`config.mk`:
```
export PLATFORM = sky130hd
export DESIGN_NAME = spi_core
export DESIGN_NICKNAME = d
export VERILOG_FILES = /design/src/rtl/spi_pkg.sv /design/src/rtl/spi_sync.sv /design/src/rtl/spi_rate.sv /design/src/rtl/spi_core.sv
export SDC_FILE = /design/constraint.sdc
export NUM_CORES = 1
export LEC_CHECK = 0
export CORE_ASPECT_RATIO = 1.1
export CORE_MARGIN = 5
export CORE_UTILIZATION = 23
export CTS_CLUSTER_DIAMETER = 30
export DETAILED_ROUTE_END_ITERATION = 7
export DONT_BUFFER_PORTS = 1
export GPL_TIMING_DRIVEN = 0
export PLACE_DENSITY = 0.34
export SYNTH_ARGS = -nofsm -noshare
export SYNTH_HDL_FRONTEND = slang
export SYNTH_HIERARCHICAL = 1
export SYNTH_SLANG_ARGS = --single-unit
```
`constraint.sdc`:
```
create_clock -name clk -period 2.88 [get_ports clk]
set_input_delay 0.864 -clock clk [delete_from_list [all_inputs] [get_ports clk]]
set_output_delay 0.864 -clock clk [all_outputs]
set_load 0.05 [all_outputs]
```
`src/rtl/spi_pkg.sv`:
```
package spi_pkg;
  localparam logic [1:0] ADR_CTRL = 2'd0;
  localparam logic [1:0] ADR_STAT = 2'd1;
  localparam logic [1:0] ADR_DATA = 2'd2;

  typedef struct packed {
    logic       spare;
    logic       no_sout;
    logic       ign_sel;
    logic       tick_sel;
    logic [1:0] rate;
    logic       master;
    logic       en;
  } ctrl_t;

  // half of the shift-clock period, in system clocks
  function automatic int unsigned half_len(input logic [1:0] r);
    case (r)
      2'd0: half_len = 2;
      2'd1: half_len = 4;
      2'd2: half_len = 16;
      default: half_len = 32;
    endcase
  endfunction
endpackage

```
`src/rtl/spi_sync.sv`:
```
module spi_sync #(
  parameter int W = 1,
  parameter logic [W-1:0] INIT = '0
) (
  input  logic         clk,
  input  logic         rst,
  input  logic [W-1:0] d,
  output logic [W-1:0] q
);
  logic [W-1:0] s1;

  always_ff @(posedge clk) begin
    if (rst) begin
      s1 <= INIT;
      q  <= INIT;
    end else begin
      s1 <= d;
      q  <= s1;
    end
  end
endmodule

```
`src/rtl/spi_rate.sv`:
```
module spi_rate #(
  parameter int CW = 5
) (
  input  logic       clk,
  input  logic       rst,
  input  logic       run,
  input  logic [1:0] rate,
  input  logic       tick_sel,
  input  logic       ext_tick,
  output logic       half_tick
);
  logic [CW-1:0] cnt;
  logic [CW-1:0] lim;

  always_comb lim = CW'(spi_pkg::half_len(rate) - 1);

  always_ff @(posedge clk) begin
    if (rst || !run) cnt <= '0;
    else if (cnt == lim) cnt <= '0;
    else cnt <= cnt + 1'b1;
  end

  assign half_tick = run && (tick_sel ? ext_tick : (cnt == lim));
endmodule

```
`src/rtl/spi_core.sv`:
```
module spi_core #(
  parameter int DW = 8,
  parameter int CW = 5
) (
  input  logic          clk,
  input  logic          rst,
  input  logic          reg_we,
  input  logic [1:0]    reg_addr,
  input  logic [DW-1:0] reg_wdata,
  output logic [DW-1:0] reg_rdata,
  output logic          irq,
  input  logic          tmr_tick,
  output logic          sck_o,
  output logic          sck_oe,
  input  logic          sck_i,
  output logic          mosi_o,
  output logic          mosi_oe,
  input  logic          mosi_i,
  output logic          miso_o,
  output logic          miso_oe,
  input  logic          miso_i,
  input  logic          ss_n_i
);
  import spi_pkg::*;

  localparam int BW = $clog2(DW);
  localparam logic [BW-1:0] LAST = BW'(DW - 1);

  ctrl_t          ctrl;
  logic [DW-1:0]  wbuf, rbuf, sh, sh_nx;
  logic [BW-1:0]  bit_cnt;
  logic           done_f, busy, sck_q, rx_bit, sck_d;
  logic           ss_s, sck_s, mosi_s;
  logic           s_rise, s_fall, slave_act, m_tick, wr_data;

  spi_sync #(.W(3), .INIT(3'b100)) u_sync (
    .clk(clk), .rst(rst),
    .d({ss_n_i, sck_i, mosi_i}),
    .q({ss_s, sck_s, mosi_s})
  );

  spi_rate #(.CW(CW)) u_rate (
    .clk(clk), .rst(rst),
    .run(ctrl.en && ctrl.master && busy),
    .rate(ctrl.rate), .tick_sel(ctrl.tick_sel),
    .ext_tick(tmr_tick), .half_tick(m_tick)
  );

  assign s_rise    = sck_s & ~sck_d;
  assign s_fall    = ~sck_s & sck_d;
  assign slave_act = ctrl.en & ~ctrl.master & (ctrl.ign_sel | ~ss_s);
  assign wr_data   = reg_we && (reg_addr == ADR_DATA);
  assign sh_nx     = {sh[DW-2:0], rx_bit};

  always_ff @(posedge clk) begin
    if (rst) begin
      ctrl    <= '0;
      wbuf    <= '0;
      rbuf    <= '0;
      sh      <= '0;
      bit_cnt <= '0;
      done_f  <= 1'b0;
      busy    <= 1'b0;
      sck_q   <= 1'b0;
      rx_bit  <= 1'b0;
      sck_d   <= 1'b0;
    end else begin
      sck_d <= sck_s;
      if (reg_we && reg_addr == ADR_CTRL) ctrl <= ctrl_t'(reg_wdata[7:0]);
      if (wr_data) wbuf <= reg_wdata;
      if (reg_we && reg_addr == ADR_STAT && reg_wdata[0]) done_f <= 1'b0;

      if (!ctrl.en) begin
        busy    <= 1'b0;
        bit_cnt <= '0;
        sck_q   <= 1'b0;
      end else if (ctrl.master) begin
        if (!busy) begin
          sck_q <= 1'b0;
          if (wr_data) begin
            busy    <= 1'b1;
            sh      <= reg_wdata;
            bit_cnt <= '0;
          end
        end else if (m_tick) begin
          sck_q <= ~sck_q;
          if (!sck_q) rx_bit <= miso_i;
          else begin
            sh      <= sh_nx;
            bit_cnt <= bit_cnt + 1'b1;
            if (bit_cnt == LAST) begin
              busy   <= 1'b0;
              rbuf   <= sh_nx;
              done_f <= 1'b1;
            end
          end
        end
      end else begin
        sck_q <= 1'b0;
        if (!slave_act) begin
          busy    <= 1'b0;
          bit_cnt <= '0;
          sh      <= wbuf;
        end else begin
          if (!busy) sh <= wr_data ? reg_wdata : wbuf;
          if (s_rise) begin
            rx_bit <= mosi_s;
            busy   <= 1'b1;
          end else if (s_fall && busy) begin
            sh      <= sh_nx;
            bit_cnt <= bit_cnt + 1'b1;
            if (bit_cnt == LAST) begin
              busy   <= 1'b0;
              rbuf   <= sh_nx;
              done_f <= 1'b1;
            end
          end
        end
      end
    end
  end

  always_ff @(posedge clk) begin
    if (rst) reg_rdata <= '0;
    else begin
      case (reg_addr)
        ADR_CTRL: reg_rdata <= {{(DW-8){1'b0}}, ctrl};
        ADR_STAT: reg_rdata <= {{(DW-1){1'b0}}, done_f};
        ADR_DATA: reg_rdata <= rbuf;
        default:  reg_rdata <= '0;
      endcase
    end
  end

  assign irq     = done_f;
  assign sck_o   = sck_q;
  assign sck_oe  = ctrl.en & ctrl.master;
  assign mosi_o  = sh[DW-1];
  assign mosi_oe = ctrl.en & ctrl.master;
  assign miso_o  = sh[DW-1];
  assign miso_oe = slave_act & ~ctrl.no_sout;
endmodule

```
* Word-level counts from Yosys, hierarchy flattened *
Cells that the tools add are included.

word-level totals
  bits in registers = 59
  input bits = 18
  output and inout bits = 15
  word-level logic and storage cells = 134

operators by class
  $add $sub $neg = 3
  equal/unequal tests = 18
  mux-type cells = 55
  bitwise operators = 15
  reduce and logical (&&, ||, !) cells = 23

operators by type and width
  cell                                                                      number
  8-bit two-way mux                                                         18
  1-bit two-way mux                                                         27
  3-bit two-way mux                                                         8
  8-bit case mux with 3 select lines                                        1
  5-bit case mux with 3 select lines                                        1
  3-bit by 2-bit inequality test with 1-bit output (second input constant)  3
  1-bit logical AND                                                         8
  4-bit by 3-bit inequality test with 1-bit output (second input constant)  2
  1-bit inverter                                                            8
  7-bit AND reduction                                                       1
  1-bit AND                                                                 6
  2-bit by 1-bit inequality test with 1-bit output (second input constant)  3
  6-bit AND reduction                                                       1
  2-bit nonzero test                                                        3
  5-bit by 1-bit adder with 5-bit output (second input constant)            1
  5-bit == test                                                             1
  5-bit AND reduction                                                       1
  5-bit by 1-bit subtractor with 5-bit output (second input constant)       1
  2-bit by 1-bit == test with 1-bit output (second input constant)          2
  2-bit == test (second input constant)                                     2
  2-bit logical NOT                                                         2
  2-bit inequality test (second input constant)                             2
  4-bit AND reduction                                                       1
  2-bit OR reduction                                                        2
  other kinds (9)                                                           9

* Depth between registers and ports, before layout *
  depth after elaboration = 10
  depth in mapped cells = 10
  gate-level depth less buffers = 8

* Hierarchy *
Netlist, hierarchy kept.

modules (own cells, without submodules)
  module    instances  cells each  area each (um^2)  seq. area each (um^2)
  spi_core  1          259         2416.1            960.9
  spi_rate  1          27          272.8             100.1
  spi_sync  1          12          157.7             120.1

* Least setup slack after synthesis *
Ideal clock, no wire load.

  path type = flip-flop to output port
  start = register ctrl[1] in the netlist's numbering
  end = output sck_oe
  arrival = 1.748 ns
  data required time = 2.016 ns
  path slack = 0.268 ns
  cell stages (with the launch flop) = 5
  buffers on the path = 2
  path through = dfxtp_1 > clkinv_1 > clkbuf_1 > nor2_1 > buf_4

between the ends
  cells in the longest elaborated chain, start to end = 1

RTL lines
  element                 RTL line        RTL
  from (decl)             spi_core.sv:29  ctrl_t ctrl;
  from (signal assigned)  spi_core.sv:69  if (reg_we && reg_addr == ADR_CTRL) ctrl <= ctrl_t'(reg_wdata[7:0]);
  1-bit AND               n/a
  to (decl)               spi_core.sv:14  output logic sck_oe,

Every way passes these cells.

* Worst setup path after layout *
Same ends and word-level chain as after synthesis.

==> impl_metrics.tcl <==
set metrics [dict create \
    skew_ns 0.00623 \
    grt_pass1_vias 2314 \
    placed_area_um2 3040 \
    fin_area_um2 3370 \
    ys_ff_latch 59 \
    cp-start-kind "flop" \
    area_growth_pct 18.4 \
    drt_iter0_markers 131 \
    required_ns 2.02 \
    layout_commonest_cell "dfxtp_1" \
    n_antenna_cell 0 \
    synth-main-ff-cell "dfxtp_1" \
    synthesis.nets 319 \
    reg2reg_depth 10 \
    finalCritPeriodShare 0.971 \
    avgSynthCellArea_um2 9.55 \
    min_from "u_sync/s1[2]$_SDFF_PP1_" \
    top_usage_layer "met2" \
    globalplace.congestion 0.758 \
    place_ws_ns -0.138 \
    row_count 42 \
    synth_cells 298 \
    maxCapViolCount 0 \
    crit_type "flop to output port" \
    routedWlPerCell_um 18.6 \
    die_w_um 116 \
    async_reset_ff_frac 0 \
    num_vias 2246 \
    tightest_slew_ns 0.789 \
    ys_seq_area_frac 0.415 \
    drive_gt1_frac 0.134 \
    setup_violations 0 \
    clk_pin_slew_ns 0.05 \
    clock_path_buffers 2 \
    p_leak_nw 1.20 \
    r2r_start "ctrl[1]$_SDFFE_PP0P_" \
    start_util 0.236 \
    critPathLaunch "ctrl[1]$_SDFFE_PP0P_" \
    use_met2 0.203 \
    root_buffer "clkbuf_16" \
    outcome "complete, no violations" \
    finish.utilization 0.279 \
    drtAntennaViolNets 0 \
    crit_fanout 10 \
    syn_area_um2 2850 \
    worst_r2r_endpoint "rbuf[6]$_SDFFE_PP0P_" \
    ys_types 59 \
    ir_drop_v 0.000289 \
    antenna_found_initial 0 \
    totalWireLength_um 8690 \
    maxSlewHeadroom 0.474 \
    clkLatencyLatePin_ns 0.33 \
    most-common-layout-cells "dfxtp_1, nor2_1, mux2i_1" \
    boundaryPins 33 \
    gr-total-overflow 0 \
    drc 0 \
    endpoint_kind "output port" \
    final_hold_viol_count 0 \
    hold_path_end "u_sync/q[2]$_SDFF_PP1_" \
    coreArea_um2 12100 \
    max_freq_mhz 358 \
    worstHoldPathType "flop to flop" \
    synth_edf_count 0 \
    finalWorstSetupSlack_ns 0.0848 \
    gr-usage-met1 0.157 \
    portBuffers 0 \
    reg2reg_slack_ns 0.30 \
    vias_per_cell 4.81 \
    first_pass_iters 4 \
    cts_buffers 9 \
    hpwlAfterDp_um 6250 \
    fin_crit_ns 2.80 \
    fin_nets 330 \
    grt_max_degree 13 \
    finalMaxSlewViolations 0 \
    grtUsageMet3 0.0353 \
    clock-sinks 59 \
    track_usage 0.127 \
    grt_setup_unrepaired "true" \
    cts_setup_buffers 0 \
    cts_tree "built" \
    cp.arrival_ns 1.93 \
    die_y_um 127 \
    grt_pass1_wl_um 13700 \
    cts_htree_levels 3 \
    dieArea_um2 14700 \
    whs_path_depth 1 \
    p_per_area_nw_per_um2 606 \
    yosys_warnings 6 \
]
[cell usage after synthesis, types with 2 or more instances]
| master | instances | area (um^2) |
|---|---|---|
| dfxtp_1 | 59 | 1180 |
| nor2_1 | 40 | 150 |
| mux2i_1 | 32 | 320 |
| nand2b_1 | 18 | 113 |
| a211oi_1 | 15 | 113 |
| nor2b_1 | 14 | 87.6 |
| buf_2 | 8 | 40.0 |
| clkbuf_1 | 8 | 30.0 |
| a21oi_1 | 7 | 35.0 |
| a22o_1 | 7 | 61.3 |
| a22oi_1 | 7 | 52.6 |
| o32ai_1 | 7 | 61.3 |
| inv_1 | 6 | 22.5 |
| o21ai_0 | 5 | 25.0 |
| nand3_1 | 4 | 20.0 |
| nor3b_1 | 4 | 30.0 |
| ha_1 | 3 | 37.5 |
| xnor2_1 | 3 | 26.3 |
| a41o_1 | 2 | 20.0 |
| and3_1 | 2 | 12.5 |
| buf_4 | 2 | 15.0 |
| nand2_1 | 2 | 7.51 |
| nand4_1 | 2 | 12.5 |
| nor3_1 | 2 | 10.0 |
| nor4_1 | 2 | 12.5 |
| o31ai_1 | 2 | 15.0 |
| or2_1 | 2 | 12.5 |
| xor2_1 | 2 | 17.5 |
[area by class of cell]
class | instances | area, um^2
Clock inverter | 2 | 35.0
Sequential cell | 59 | 1180
Tap cell | 154 | 193
Clock buffer | 13 | 260
Multi-Input combinational cell | 211 | 1560
Inverter | 8 | 35.0
Buffer | 20 | 101
Fill cell | 1329 | 8720
[where the power goes]
part / leakage (nW) / switching (mW) / internal [mW]
Sequential: 0.478 / 0.0151 / 0.831
Combinational: 0.581 / 0.0655 / 0.0461
Clock: 0.146 / 0.374 / 0.711
Total: 1.20 / 0.455 / 1.59
[metrics by stage]
| step | hold slack [ns] | total power, mW | setup TNS [ns] | std cells |
|---|---|---|---|---|
| global route | 0.432 | 2.14 | -0.00775 | 467 |
| floorplan | 0.383 | 0.945 | 0 | 298 |
| CTS | 0.411 | 2.08 | 0 | 467 |
| finish | 0.410 | 2.04 | 0 | 467 |
| detailed placement | 0.397 | 0.974 | -0.939 | 452 |
| global placement | 0.390 | 0.974 | -1.91 | 452 |
[flip-flops by register name, summed over array words and instances, names as in the netlist]
| register | cells |
|---|---|
| rbuf | 8 |
| sck_d | 1 |
| busy | 1 |
| u_sync/q | 3 |
| wbuf | 8 |
| bit_cnt | 3 |
| sh | 8 |
| sck_o | 1 |
| u_sync/s1 | 3 |
| rx_bit | 1 |
| irq | 1 |
| reg_rdata | 8 |
| u_rate/cnt | 5 |
| ctrl | 8 |
[per-layer routing]
layer  up-vias  part of all wire  wire length [um]
met5         -                 0                 0
li1       1106                 -                 -
met3        11             0.038               332
met1      1092              0.47              4100
met2        37              0.47              4070
met4         0             0.021               183
[kinds of logic (layout without fill, tap and decap cells)]
logic type      Yosys count  after routing  share of synthesized area
fa+ha+maj                 3              3                     0.0132
buf+inv                  28             43                     0.0475
simple gates            104            104                      0.202
xor+xnor                  5              5                     0.0154
flops                    59             59                      0.415
mux                      33             33                      0.116
compound gates           66             66                      0.191
[critical path, stage by stage, from the launching register on]
cell and delay (ns):
dfxtp_1 0.38, clkinv_1 0.25, clkbuf_2 0.33, nor2_4 0.36
buf_4 0.27
[how the worst max path moves through the flow]
stage | to | slack [ns]
finish | sck_oe | 0.08
global route | sck_oe | -0.008
CTS | miso_oe | 0.04
detailed placement | sh[6]$_SDFFE_PP0P_ | -0.14
global placement | sh[6]$_SDFFE_PP0P_ | -0.21
floorplan | sck_oe | 0.27
[repair_timing]
action                     in CTS  in global routing
hold buffers                    0                  0
gates resized for setup         5                  4
cloned                          0                  0
setup endpoints to repair      18                  9
Note: power is estimated with default switching activity, not from simulation.
